[src/rtl/plc_rx_pkg.sv]
package plc_rx_pkg;
  localparam int HOUSE_W   = 4;
  localparam int KEY_W     = 5;
  localparam int FLAG_W    = 2;
  localparam int PAYLOAD_W = HOUSE_W + KEY_W;
  localparam int CNT_W     = 5;
  localparam int LAST_HALF = 22;
  localparam int FLG_LOCAL = 0;
  localparam int FLG_ERR   = 1;

  typedef struct packed {
    logic [FLAG_W-1:0]  flags;
    logic [HOUSE_W-1:0] house;
    logic [KEY_W-1:0]   key;
  } plc_pkt_t;

  // Pattern to house number.
  function automatic logic [HOUSE_W-1:0] house_of(input logic [HOUSE_W-1:0] pat);
    logic [HOUSE_W-1:0] n;
    case (pat)
      4'd0:  n = 4'd12;
      4'd1:  n = 4'd4;
      4'd2:  n = 4'd2;
      4'd3:  n = 4'd10;
      4'd4:  n = 4'd14;
      4'd5:  n = 4'd6;
      4'd6:  n = 4'd0;
      4'd7:  n = 4'd8;
      4'd8:  n = 4'd13;
      4'd9:  n = 4'd5;
      4'd10: n = 4'd3;
      4'd11: n = 4'd11;
      4'd12: n = 4'd15;
      4'd13: n = 4'd7;
      4'd14: n = 4'd1;
      default: n = 4'd9;
    endcase
    return n;
  endfunction

  // Key pattern to key number: odd patterns are the function codes.
  function automatic logic [KEY_W-1:0] key_of(input logic [KEY_W-1:0] pat);
    if (pat[0]) return {1'b1, pat[KEY_W-1:1]};
    else        return {1'b0, house_of(pat[KEY_W-1:1])};
  endfunction
endpackage

[src/rtl/plc_rx_sync.sv]
module plc_rx_sync #(
  parameter int STAGES = 2
) (
  input  logic clk,
  input  logic rst_n,
  input  logic rx_n_raw,
  input  logic zc_raw,
  output logic rx_fall,
  output logic zc_s
);
  localparam int NSIG = 2;
  localparam logic [NSIG-1:0] RST_VAL = 2'b01; // rx idles high, zc low

  logic [NSIG-1:0] stage [STAGES];
  logic            rx_prev;

  generate
    for (genvar s = 0; s < STAGES; s++) begin : g_stage
      always_ff @(posedge clk or negedge rst_n) begin
        if (!rst_n)      stage[s] <= RST_VAL;
        else if (s == 0) stage[s] <= {zc_raw, rx_n_raw};
        else             stage[s] <= stage[(s > 0) ? s-1 : 0];
      end
    end
  endgenerate

  always_ff @(posedge clk or negedge rst_n) begin
    if (!rst_n) rx_prev <= 1'b1;
    else        rx_prev <= stage[STAGES-1][0];
  end

  assign rx_fall = rx_prev & ~stage[STAGES-1][0];
  assign zc_s    = stage[STAGES-1][1];
endmodule

[src/rtl/plc_rx_timer.sv]
module plc_rx_timer
  import plc_rx_pkg::*;
#(
  parameter int HALF_CYC = 64,
  parameter int TOL_CYC  = 21,
  parameter int WDOG_CYC = 1920
) (
  input  logic             clk,
  input  logic             rst_n,
  input  logic             start,
  input  logic             run,
  input  logic [CNT_W-1:0] slot_a,
  input  logic [CNT_W-1:0] slot_b,
  output logic             ok_a,
  output logic             ok_b,
  output logic             expired
);
  localparam int EW = $clog2(WDOG_CYC + 1);
  localparam logic [EW-1:0] LIMIT = EW'(WDOG_CYC);

  logic [EW-1:0]    elapsed;
  logic [CNT_W-1:0] slots [2];
  logic [1:0]       ok;

  always_ff @(posedge clk or negedge rst_n) begin
    if (!rst_n)                        elapsed <= '0;
    else if (start)                    elapsed <= EW'(1);
    else if (run && elapsed != LIMIT)  elapsed <= elapsed + 1'b1;
  end

  assign expired  = run && (elapsed == LIMIT);
  assign slots[0] = slot_a;
  assign slots[1] = slot_b;

  generate
    for (genvar g = 0; g < 2; g++) begin : g_win
      int e_v, x_v;
      always_comb begin
        e_v   = int'(elapsed);
        x_v   = int'(slots[g]) * HALF_CYC;
        ok[g] = (e_v + TOL_CYC >= x_v) && (e_v <= x_v + TOL_CYC);
      end
    end
  endgenerate

  assign ok_a = ok[0];
  assign ok_b = ok[1];
endmodule

[src/rtl/plc_rx_decoder.sv]
module plc_rx_decoder
  import plc_rx_pkg::*;
(
  input  logic             clk,
  input  logic             rst_n,
  input  logic             edge_fall,
  input  logic             zc_s,
  input  logic             local_tx,
  input  logic             ok_a,
  input  logic             ok_b,
  input  logic             expired,
  output logic             active,
  output logic             start,
  output logic [CNT_W-1:0] slot_a,
  output logic [CNT_W-1:0] slot_b,
  output logic             emit,
  output plc_pkt_t         emit_pkt
);
  localparam logic [CNT_W-1:0] LAST_DATA = CNT_W'(LAST_HALF - 2);

  logic [CNT_W-1:0]     rcount;
  logic                 rphase;
  logic                 local_q;
  logic [PAYLOAD_W-1:0] bits;
  logic                 zc_diff, data_ok;
  logic [PAYLOAD_W-1:0] new_bits;
  plc_pkt_t             err_pkt, good_pkt;

  assign zc_diff  = zc_s ^ rphase;
  assign data_ok  = zc_diff ? ok_a : ok_b;
  assign new_bits = {bits[PAYLOAD_W-2:0], zc_diff};
  assign slot_a   = rcount;
  assign slot_b   = rcount + 1'b1;
  assign start    = edge_fall && !active;

  always_comb begin
    err_pkt        = '0;
    err_pkt.flags  = {1'b1, local_q};
    good_pkt.flags = {1'b0, local_q};
    good_pkt.house = house_of(new_bits[PAYLOAD_W-1:KEY_W]);
    good_pkt.key   = key_of(new_bits[KEY_W-1:0]);
  end

  always_ff @(posedge clk or negedge rst_n) begin
    if (!rst_n) begin
      active   <= 1'b0;
      rcount   <= '0;
      rphase   <= 1'b0;
      local_q  <= 1'b0;
      bits     <= '0;
      emit     <= 1'b0;
      emit_pkt <= '0;
    end else begin
      emit <= 1'b0;
      if (!active) begin
        if (edge_fall) begin
          active  <= 1'b1;
          rcount  <= CNT_W'(1);
          rphase  <= zc_s;
          local_q <= local_tx;
          bits    <= '0;
        end
      end else if (expired) begin
        active   <= 1'b0;
        emit     <= 1'b1;
        emit_pkt <= err_pkt;
      end else if (edge_fall) begin
        if (rcount < CNT_W'(4)) begin
          // start code: each burst must sit in the next half-cycle
          if (ok_a && zc_diff) begin
            if (rcount == CNT_W'(2)) begin
              rcount <= CNT_W'(4); // silent fourth half-cycle inferred
            end else begin
              rcount <= rcount + 1'b1;
              rphase <= zc_s;
            end
          end else begin
            active <= 1'b0;        // invalid start, no packet
          end
        end else if (!data_ok) begin
          active   <= 1'b0;
          emit     <= 1'b1;
          emit_pkt <= err_pkt;
        end else begin
          bits   <= new_bits;
          rcount <= rcount + CNT_W'(2);
          if (rcount == LAST_DATA) begin
            active   <= 1'b0;
            emit     <= 1'b1;
            emit_pkt <= good_pkt;
          end
        end
      end
    end
  end
endmodule

[src/rtl/plc_rx_outbuf.sv]
module plc_rx_outbuf
  import plc_rx_pkg::*;
(
  input  logic     clk,
  input  logic     rst_n,
  input  logic     emit,
  input  plc_pkt_t emit_pkt,
  input  logic     pkt_ready,
  output logic     pkt_valid,
  output plc_pkt_t pkt,
  output logic     overrun
);
  logic blocked;
  assign blocked = pkt_valid && !pkt_ready;

  always_ff @(posedge clk or negedge rst_n) begin
    if (!rst_n) begin
      pkt_valid <= 1'b0;
      pkt       <= '0;
      overrun   <= 1'b0;
    end else if (emit) begin
      if (blocked) begin
        overrun <= 1'b1;
      end else begin
        pkt_valid <= 1'b1;
        pkt       <= emit_pkt;
      end
    end else if (pkt_valid && pkt_ready) begin
      pkt_valid <= 1'b0;
    end
  end
endmodule

[src/rtl/plc_frame_rx.sv]
module plc_frame_rx
  import plc_rx_pkg::*;
#(
  parameter int HALF_CYC    = 64,
  parameter int WDOG_HALVES = 30,
  parameter int SYNC_STAGES = 2
) (
  input  logic               clk,
  input  logic               rst_n,
  input  logic               rx_n,
  input  logic               zc,
  input  logic               local_tx,
  input  logic               pkt_ready,
  output logic               pkt_valid,
  output logic [FLAG_W-1:0]  pkt_flags,
  output logic [HOUSE_W-1:0] pkt_house,
  output logic [KEY_W-1:0]   pkt_key,
  output logic               overrun
);
  localparam int TOL_CYC  = HALF_CYC / 3;
  localparam int WDOG_CYC = HALF_CYC * WDOG_HALVES;

  logic             rx_fall, zc_s;
  logic             ok_a, ok_b, expired, active, start, emit;
  logic [CNT_W-1:0] slot_a, slot_b;
  plc_pkt_t         emit_pkt, held;

  plc_rx_sync #(.STAGES(SYNC_STAGES)) u_sync (
    .clk(clk), .rst_n(rst_n), .rx_n_raw(rx_n), .zc_raw(zc),
    .rx_fall(rx_fall), .zc_s(zc_s)
  );

  plc_rx_timer #(.HALF_CYC(HALF_CYC), .TOL_CYC(TOL_CYC), .WDOG_CYC(WDOG_CYC)) u_timer (
    .clk(clk), .rst_n(rst_n), .start(start), .run(active),
    .slot_a(slot_a), .slot_b(slot_b), .ok_a(ok_a), .ok_b(ok_b), .expired(expired)
  );

  plc_rx_decoder u_dec (
    .clk(clk), .rst_n(rst_n), .edge_fall(rx_fall), .zc_s(zc_s), .local_tx(local_tx),
    .ok_a(ok_a), .ok_b(ok_b), .expired(expired), .active(active), .start(start),
    .slot_a(slot_a), .slot_b(slot_b), .emit(emit), .emit_pkt(emit_pkt)
  );

  plc_rx_outbuf u_out (
    .clk(clk), .rst_n(rst_n), .emit(emit), .emit_pkt(emit_pkt), .pkt_ready(pkt_ready),
    .pkt_valid(pkt_valid), .pkt(held), .overrun(overrun)
  );

  assign pkt_flags = held.flags;
  assign pkt_house = held.house;
  assign pkt_key   = held.key;
endmodule

[config.mk]
export PLATFORM = sky130hd
export DESIGN_NAME = plc_frame_rx
export DESIGN_NICKNAME = d
export VERILOG_FILES = /design/src/rtl/plc_rx_pkg.sv /design/src/rtl/plc_rx_sync.sv /design/src/rtl/plc_rx_timer.sv /design/src/rtl/plc_rx_decoder.sv /design/src/rtl/plc_rx_outbuf.sv /design/src/rtl/plc_frame_rx.sv
export SDC_FILE = /design/constraint.sdc
export NUM_CORES = 1
export LEC_CHECK = 0
export ABC_AREA = 1
export BUFFER_PORTS_ARGS = -buffer_cell sky130_fd_sc_hd__buf_2
export CAP_MARGIN = 20
export CORE_ASPECT_RATIO = 0.8
export CORE_MARGIN = 1.5
export CORE_UTILIZATION = 45
export DETAILED_ROUTE_END_ITERATION = 6
export GPL_ROUTABILITY_DRIVEN = 0
export PLACE_DENSITY = 0.67
export SYNTH_ARGS = -nofsm -noshare
export SYNTH_HDL_FRONTEND = slang
export SYNTH_SLANG_ARGS = --single-unit
[constraint.sdc]
create_clock -name clk -period 3.76 [get_ports clk]
set_input_delay 0.752 -clock clk [delete_from_list [all_inputs] [get_ports clk]]
set_output_delay 0.752 -clock clk [all_outputs]
set_load 0.01 [all_outputs]
Word level (Yosys, flattened, before mapping) --
Memories as Yosys holds them, arrays and structs flattened. Index checks and enable logic that the tools add are counted. Widths: inputs -> output; s select.
Storage, ports and cells: register bits 57, bits in read-only memories 128, input port bits 6, word-level logic and storage cells 119, memories kept 2
Memories:
- (no name shown) | depth 16, bits a word 4, rd ports 1, clocked after Yosys merged registers in 0, write ports 0, line plc_rx_pkg.sv:20 | case (pat)
- (no name shown) | depth 16, bits a word 4, rd ports 1, clocked after Yosys merged registers in 0, write ports 0, line plc_rx_pkg.sv:20
Operators by class: add/subtract/negate cells 6, order comparisons 5, equal/unequal tests 15, muxes and demuxes 47, bitwise operators 5, reduce and logical (&&, ||, !) cells 21
Operators by type and width (count):
- $mux 11 | 7
- $ge 32x12->1 | 2
- $le 12x32->1 | 2
- $mux 8 | 6
- $mux 5 | 9
- $add 11x5->12 const B | 3
- $mux 1 | 25
- $ne 2x2->1 const B | 8
- $reduce_and 4->1 | 3
- $add 11x1->11 const B | 1
- $eq 11x11->1 const B | 1
- $ne 11x11->1 const B | 1
- $ne 3x3->1 const B | 3
- $logic_and 1x1->1 | 8
- $reduce_and 2->1 | 4
- $reduce_bool 2->1 | 3
- $add 5x1->5 const B | 1
- $add 5x2->5 const B | 1
- $eq 5x2->1 const B | 1
- $eq 5x5->1 const B | 1
- $lt 5x3->1 const B | 1
- $reduce_and 5->1 | 1
- $not 1->1 | 3
- $logic_not 1->1 | 2
- 2 further kinds | 2

Depth between registers and ports, before layout --
Gate-level depths: netlist (run 1).
word-level depth 10, depth in mapped cells 21, gate-level depth less buffers 20

Cells and area by module --
From an unflattened synthesis (run 1), not the netlist that was laid out.
Unflattened totals: cell total of the unflattened synthesis 511, area, all modules 3813.7 µm²
By module, submodules not included:
- plc_rx_decoder | instances 1, cells each 208, area an instance 1606.5 µm², sequential area each 700.7 µm²
- plc_rx_timer | instances 1, cells each 241, area an instance 1534.0 µm², sequential area each 275.3 µm²
- plc_rx_outbuf | instances 1, cells each 55, area an instance 534.3 µm², sequential area each 325.3 µm²
- plc_rx_sync | instances 1, cells each 7, area an instance 138.9 µm², sequential area each 128.9 µm²

Worst setup path before layout (run 1) --
OpenSTA, ideal clock, no wires.
kind reg-to-reg, start point reg u_timer.elapsed[0], end point reg, netlist name u_dec.emit_pkt[9], library setup time 0.116 ns, arrival 2.766 ns, path slack 0.878 ns, stages on the path, launching flop included 22, cell sequence dfrtp_1 -> ha_1 -> inv_1 -> a21oi_1 -> o21ai_0 -> nor3_1 -> nand3_1 -> xor2_1 -> ha_1 -> a21oi_1 -> o21ai_0 -> nor2_1 -> nand2_1 -> inv_1 -> nand2_1 -> nand2_2 -> nand2_4 -> nand3_4 -> nand3_4 -> buf_12 -> nand2_2 -> nand2_2
On the way: longest elaborated chain between the ends 8, elaborated cells between the ends (all ways) 18
RTL lines:
- start: declaration | line plc_rx_timer.sv:21 | logic [EW-1:0] elapsed;
- start signal: assignment | line plc_rx_timer.sv:28 | else if (run && elapsed != LIMIT) elapsed <= elapsed + 1'b1;
- $add 11x5->12 | line plc_rx_timer.sv:41 | ok[g] = (e_v + TOL_CYC >= x_v) && (e_v <= x_v + TOL_CYC);
- $ge 32x12->1 | line plc_rx_timer.sv:41
- $logic_and 1x1->1 | line plc_rx_timer.sv:41
- $mux 1 | line plc_rx_decoder.sv:30 | assign data_ok = zc_diff ? ok_a : ok_b;
- $mux 11 | line plc_rx_decoder.sv:80 | end else if (!data_ok) begin
- $mux 11 | line plc_rx_decoder.sv:68 | if (rcount < CNT_W'(4)) begin
- $mux 11 | line plc_rx_decoder.sv:67 | end else if (edge_fall) begin
- $mux 11 | line plc_rx_decoder.sv:63 | end else if (expired) begin
Several ways; a longest one is shown, not always the timed one. The select of a mux whose other input is x is not followed. A chain may end at the register's enable or synchronous reset.

Final worst setup path (run 1) --
start point reg u_timer.elapsed[0], end point reg, netlist name u_dec.emit_pkt[1]
On the way: longest elaborated chain between the ends 8, elaborated cells between the ends (all ways) 18
RTL lines (line):
- $add 11x5->12 | plc_rx_timer.sv:41
- $ge 32x12->1 | plc_rx_timer.sv:41
- $logic_and 1x1->1 | plc_rx_timer.sv:41
- $mux 1 | plc_rx_decoder.sv:30
- $mux 11 | plc_rx_decoder.sv:80
- $mux 11 | plc_rx_decoder.sv:68
- $mux 11 | plc_rx_decoder.sv:67
- $mux 11 | plc_rx_decoder.sv:63
Several ways; a longest one is shown, not always the timed one. The select of a mux whose other input is x is not followed.

==> reports/metrics.cfg, run 1 <==
[layout]
nets=497
n_fill_cell=791
final_cell_area_sq_um=4000
regArea_sq_um=1430
final_cell_mix=nand2_1 (108), dfrtp_1 (54), inv_1 (42)
layout_commonest_cell=nand2_1
drive_above_1_share_pct=19.6
diodes=0
fin_cells=573
syn_to_final_growth_pct=9.61
multi_input_area_sq_um=1990

[synthesis]
syn_nets=475
synth_flop_cell=dfrtp_1
synth-async-reset-ratio_pct=100
ys_seq_area_share_pct=39.2
ys_warn_count=0
syn_inst=438
synthAdderAreaFrac_pct=10.6
synth-seq-cells=57
synth_compound_area_share_pct=6.79
synth-simple-area-share_pct=30.1
ys_types=37
synth_top_family_by_area=simple AND/OR/NAND/NOR gates
synthMuxAreaShare_pct=3.98
netlist_area_sq_um=3650
syn_avg_cell_area_sq_um=8.33
synth_edf_count=0
synth_xor_area_share_pct=3.12

[power_and_ir_drop]
p_leak_nw=2.07
fin_total_pwr_mw=2.31
p_per_area_nw_per_um2=578
peakVddDrop_mv=0.309

[sta]
fmax_ghz=0.304
skew_ns=0.0119
rsz0062_at_grt=false
period_minus_slack_ns=3.29
tightest_slew_ns=0.895
setup-violations-final=0
fin_setup_tns_ns=0
slew_viol_final=0
fin_crit_sh_pct=87.5
holdWs_ns=0.348
finalHoldViolations=0
max_slew_margin_pct=40.3

[clock_tree]
post-cts-setup-buffer-count=0
cts_tree=built
numCtsBuffers=9
clock_latency_ns=0.34
cts.repair.resized=0
cts_buffer_depth=2
cts_sinks=57
root_buffer=clkbuf_8
clkSlewWorstSetupHoldPaths_ns=0.07
cts_hold_buffers=0
cts-htree-levels=3

[routing]
highest_layer=met4
drt_first_pass_iters=5
wl_um=7640
via_per_inst=5.13
wl_met3_um=469
detail-route-antenna-nets=0
drc=0
wl_per_cell_um=13.3
num_vias=2942
wl_met2_um=3190
drt-met1-wl_um=3900
drt_iter0_drc=163

[global_routing]
track_usage_pct=19.3
grt_pass1_wl_um=13400
antenna_found_initial=0
grt_pass1_vias=2681
grt_overflow=0
grt_max_degree=42

[worst_setup_path]
arrival_ns=3.52
worst_setup_path_start_kind=register
critPathMaxFanout=12
crit_required_ns=3.98
rrSetupSlack_ns=0.47
cp-end-kind=register
setup.worst_path.class=register to register

[place]
placed_area_sq_um=3820
dpl.cell_count=557
port-buffer-count=18
hpwl_um=5890

[floorplan]
rows=29
floorplan.die.width_um=104
initial_core_util_pct=46.1
core_sq_um=7910
die-area_sq_um=8660
fp.dieH_um=83.5
ios=19

[worst_hold_path]
min_path_type=register to register

[outcome]
status=complete, no violations

[job]
maxCapViolCount=0

## state kept, by name, summed over array words and instances, names as in the netlist
signal and flops:
u_dec.active 1, u_out.overrun 1, u_dec.local_q 1, u_sync.zc_s 1, u_dec.emit_pkt 11, u_timer.elapsed 11
u_dec.rphase 1, u_out.pkt_valid 1, u_dec.bits 8, u_dec.slot_a 5, u_sync.stage 3, u_dec.emit 1
u_sync.rx_prev 1, u_out.pkt 11
## metal layers
layer	track usage (%)	up-vias
met5	0	-
li1	-	1477
met1	29.5	1363
met4	4.92	0
met3	4.45	8
met2	27.5	94
## area by class of cell
cell class | count | share of cell area (%)
clock buffer | 11 | 3.54
tap | 108 | 3.38
timing repair buffer | 19 | 2.44
sequential | 57 | 35.8
inverter | 45 | 4.23
multi-input combinational | 328 | 49.8
clock inverter | 5 | 0.814
## kinds of logic (layout without fill, tap and decap cells)
family          count (synthesis)  count (layout)
compound gates                 44              44
xor+xnor                       13              13
fa+ha+maj                      31              31
buf+inv                        53              80
flops                          57              57
mux                            13              13
simple gates                  227             227
## path summary, 6_finish.rpt
check | from | to | cells past startpoint
min in group asynchronous | rst_n | u_timer.elapsed[0]$_DFFE_PN0P_ | 1
setup / recovery | u_timer.elapsed[0]$_DFFE_PN0P_ | u_dec.emit_pkt[1]$_DFFE_PN0P_ | 20
hold reg to reg | u_sync.stage[3]$_DFF_PN0_ | u_sync.zc_s$_DFF_PN0_ | 0
hold / removal | u_sync.stage[3]$_DFF_PN0_ | u_sync.zc_s$_DFF_PN0_ | 0
max in group asynchronous | rst_n | u_dec.emit_pkt[2]$_DFFE_PN0P_ | 2
setup reg to reg | u_timer.elapsed[0]$_DFFE_PN0P_ | u_dec.emit_pkt[1]$_DFFE_PN0P_ | 20
## Yosys cell counts, types with 2 or more instances
library cell    n  share of area [%]
nand2_1       108                 11
dfrtp_1        54                 37
inv_1          42                4.3
nor2_1         36                3.7
ha_1           31                 11
nand2_2        25                4.3
nand3_1        21                2.9
o21ai_0        19                2.6
a21oi_1        15                2.1
mux2_2         12                3.7
nand4_1        11                1.9
xor2_1          9                2.2
nand3b_1        7                1.4
nor3_1          4               0.55
xnor2_1         4               0.96
clkbuf_1        3               0.31
dfstp_2         3                2.2
inv_2           3               0.31
nand3_2         3               0.82
o31ai_1         3               0.62
a21o_1          2               0.41
and3_1          2               0.34
buf_2           2               0.27
buf_4           2               0.41
nand2_4         2               0.62
nand3_4         2               0.96
nor2_2          2               0.34
or2_2           2               0.34
## metrics by stage
| stage | worst slack, ns | utilization [%] |
|---|---|---|
| 2_1_floorplan | 0.878 | - |
| 3_3_place_gp | 0.673 | 48.3 |
| 3_5_place_dp | 0.544 | 48.3 |
| 4_1_cts | 0.513 | 50.5 |
| 5_1_grt | 0.0748 | 50.5 |
| 6_report | 0.468 | 50.5 |
## worst max-delay path, stage by stage (launching register included)
cell and delay (ns):
dfrtp_1 0.46, ha_1 0.23, inv_1 0.08, a21oi_1 0.14, o21ai_0 0.14, nor3_1 0.28
nand3_1 0.13, xor2_1 0.25, ha_1 0.30, a21oi_1 0.15, o21ai_0 0.09, nor2_1 0.10
nand2_1 0.06, inv_1 0.05, nand2_1 0.06, nand2_2 0.13, nand2_4 0.08, nand3_4 0.08
nand3_4 0.18, nand2_1 0.13, nand2_1 0.05
## where the power goes
group	total, mW	switching (mW)	internal [mW]	leakage [nW]
Combinational	0.932	0.606	0.326	1.23
Clock	0.505	0.251	0.254	0.0813
Sequential	0.872	0.154	0.718	0.762
(Power assumes the default switching activity.)
==> run 2, diff against run 1 <==
RECOVER_POWER = 100   (was not set)
SYNTH_HIERARCHICAL = 1   (was not set)
==> run 2 against run 1 <==
  * The flow now finishes with violations (capacitance limit, slew limit)
  * Clock power grew 14%
  * Wire length increased by 7.8%
  * Synthesized cell count increased by 17%
  * Cell count up 12%
  * Critical path depth up 1
  * Core utilization is 0.43 points higher
  * Setup slack got worse by 0.021 ns
  * Area after synthesis up 4.6%
  * Count of clock-buffer cells in the layout did not move
  * Highest routed layer unchanged
  * Global-route usage grew 0.89 points
  * Sequential share of layout area decreased by 1.1 points
==> reports/metrics.cfg, run 2 <==
[sta]
setup-violations-final=0
rsz0062_at_grt=false
skew_ns=0.0106
tightest_slew_ns=1.60
slew_viol_final=31
fin_crit_sh_pct=88.1
max_slew_margin_pct=-6.89
holdWs_ns=0.361
period_minus_slack_ns=3.31
finalHoldViolations=0
fin_setup_tns_ns=0
fmax_ghz=0.302

[power_and_ir_drop]
swShare_pct=42.7
p_sw_uw=978
peakVddDrop_mv=0.286
power_frac_comb_pct=38.0
p_per_area_nw_per_um2=555
p_leak_nw=2.20
intPower_mw=1.31
fin_total_pwr_mw=2.29
clkPwrFrac_pct=25.2
p_seq_share_pct=36.9

[floorplan]
die-area_sq_um=9040
fp.dieH_um=85.3
rows=29
initial_core_util_pct=47.1
ios=19
core_sq_um=8090
floorplan.die.width_um=106

[outcome]
status=complete, but fails checks
failed_checks=capacitance limit, slew limit

[layout]
nets=566
postLayoutCoreUtil_pct=51.0
n_fill_cell=800
drive_above_1_share_pct=9.53
diodes=0
syn_to_final_growth_pct=8.14
layout_commonest_cell=nand2_1
reg_top3=u_dec/emit_pkt x11, u_out/pkt x11, u_timer/elapsed x11
final_cell_mix=nand2_1 (177), nand3_1 (67), inv_1 (58)

[global_routing]
grt_pass1_wl_um=14500
grt_overflow=0
grt_pass1_vias=2992
track_usage_pct=20.2
grt_max_degree=31
antenna_found_initial=0

[routing]
detail-route-antenna-nets=0
num_vias=3243
drt_iter0_drc=224
drc=0
wl_um=8230
via_per_inst=5.04
drt_first_pass_iters=4
wl_per_cell_um=12.8

[clock_tree]
root_buffer=clkbuf_8
cts_sinks=57
cts_buffer_depth=2
numCtsBuffers=9
cts_hold_buffers=0
cts_tree=built
cts-htree-levels=3
clock_latency_ns=0.34
clkSlewWorstSetupHoldPaths_ns=0.07

[worst_setup_path]
cp_cell_sequence=ha_1 -> inv_1 -> nand2_1 -> nand2_1 -> nand2_1 -> nand2_1 -> nor2_1 -> nand2_1 -> xor2_1 -> ha_1 -> nand3_1 -> inv_1 -> o21ai_0 -> nand3_1 -> nor2_1 -> a21oi_1 -> nand3_2 -> nand2_1 -> nand3_1 -> nand3_1 -> nand2_1
critPathMaxFanout=7
setup.worst_path.class=register to register
worst_setup_path_start_kind=register
cpMostUsedCell=nand2_1
worst-path-buf-inv=2
slowest_delay_ns=0.45
crit_path_top_delay_cell=dfrtp_1
arrival_ns=3.54
cp-end-kind=register
crit_family=simple AND/OR/NAND/NOR gates
crit_required_ns=3.99

[job]
maxCapViolCount=1

[synthesis]
synth-seq-cells=57
ys_seq_area_share_pct=37.5
syn_inst=511
synth_most_common_cell=nand2_1
netlist_area_sq_um=3810
synth_flop_cell=dfrtp_1
synth_edf_count=0
syn_nets=547
synth-async-reset-ratio_pct=100
yosys.area.top_type=dfrtp_1
ys_warn_count=6
syn_avg_cell_area_sq_um=7.46
yosysTopAreaCellShare_pct=35.4
synth_common_cells=nand2_1 (175), nand3_1 (67), inv_1 (58), dfrtp_1 (54), ha_1 (30)
ys_top_cells_by_area=dfrtp_1 (35%), nand2_1 (17%), ha_1 (9.8%)
ys_types=38

[place]
port-buffer-count=18
hpwl_um=6310

[worst_hold_path]
min_path_type=register to register

==> run 2: changes by cell type after synthesis, moves of 7 or more <==
cell,previous run,this run
nand2_1,108,175
nand3_1,21,67
nand2_2,25,6
inv_1,42,58
mux2_2,12,1
nor2_1,36,29
o21ai_0,19,12
==> run 2: final cells by class <==
class                   instances  area [sq um]  area share [%]
repair buffers                 19          76.3            1.85
well taps                     108           135            3.28
clock inverters                 5          55.1            1.33
flip-flops and latches         57          1430            34.7
clock buffers                  11           141            3.43
multi-input cells             378          2040            49.5
inverters                      65           244            5.92
==> run 2: per-layer routing <==
layer	vias to the layer above	part of all wire [%]	GRT usage, %
met5	-	0	0
met1	1497	54	31.8
met2	70	40	27.2
li1	1668	-	-
met3	8	4.6	4.22
met4	0	1.0	6.63
==> run 2: worst reg2reg max path, stage by stage (launching register included) <==
cell and delay (ns):
dfrtp_1 0.45, ha_1 0.27, inv_1 0.06, nand2_1 0.10, nand2_1 0.06, nand2_1 0.08, nand2_1 0.08, nor2_1 0.17
nand2_1 0.09, xor2_1 0.17, ha_1 0.31, nand3_1 0.12, inv_1 0.07, o21ai_0 0.08, nand3_1 0.08, nor2_1 0.05
a21oi_1 0.19, nand3_2 0.17, nand2_1 0.23, nand3_1 0.21, nand3_1 0.12, nand2_1 0.06
==> run 2: final timing paths <==
check | slack (ns) | end | startpoint | cells after the start
min | 0.36 | u_sync/zc_s$_DFF_PN0_ | u_sync/stage[3]$_DFF_PN0_ | 0
max in group asynchronous | 0.91 | u_out/pkt[4]$_DFFE_PN0P_ | rst_n | 2
min in group asynchronous | 0.80 | u_timer/elapsed[3]$_DFFE_PN0P_ | rst_n | 1
min reg2reg | 0.36 | u_sync/zc_s$_DFF_PN0_ | u_sync/stage[3]$_DFF_PN0_ | 0
max | 0.45 | u_dec/slot_a[4]$_DFFE_PN0P_ | u_timer/elapsed[1]$_DFFE_PN0P_ | 21
max reg2reg | 0.45 | u_dec/slot_a[4]$_DFFE_PN0P_ | u_timer/elapsed[1]$_DFFE_PN0P_ | 21
==> run 2: stage by stage <==
| stage | instance area, sq um | std cells | setup WS (ns) |
|---|---|---|---|
| 3_3_place_gp | 3960 | 627 | 0.568 |
| 5_1_grt | 4120 | 643 | 0.0296 |
| 4_1_cts | 4160 | 643 | 0.417 |
| 2_1_floorplan | 3810 | 511 | 0.934 |
| 3_5_place_dp | 3960 | 627 | 0.447 |
| 6_report | 4120 | 643 | 0.447 |
==> run 2: power groups by stage <==
stage	logic (mW)	clock network, mW	registers, mW
after floorplan	0.751	0	0.788
after global placement	0.860	0	0.848
after detailed placement	0.876	0	0.853
after CTS	0.881	0.590	0.843
after global routing	1.00	0.622	0.865
final	0.869	0.576	0.844
==> run 2: what timing repair did <==
item / 4_1_cts / 5_1_grt
gates resized for setup: 0 / 1
endpoints found under the hold margin: 0 / 0
endpoints found under the setup margin: 0 / 1
setup buffers: 0 / 0
==> run 2: cells by family (layout without fill, tap and decap cells) <==
family	Yosys count	after routing	share of synthesized area (%)
simple gates	304	304	36.0
flops	57	57	37.5
xor+xnor	12	12	2.76
mux	1	1	0.295
buf+inv	76	100	8.69
fa+ha+maj	30	30	9.84
compound gates	31	31	4.95
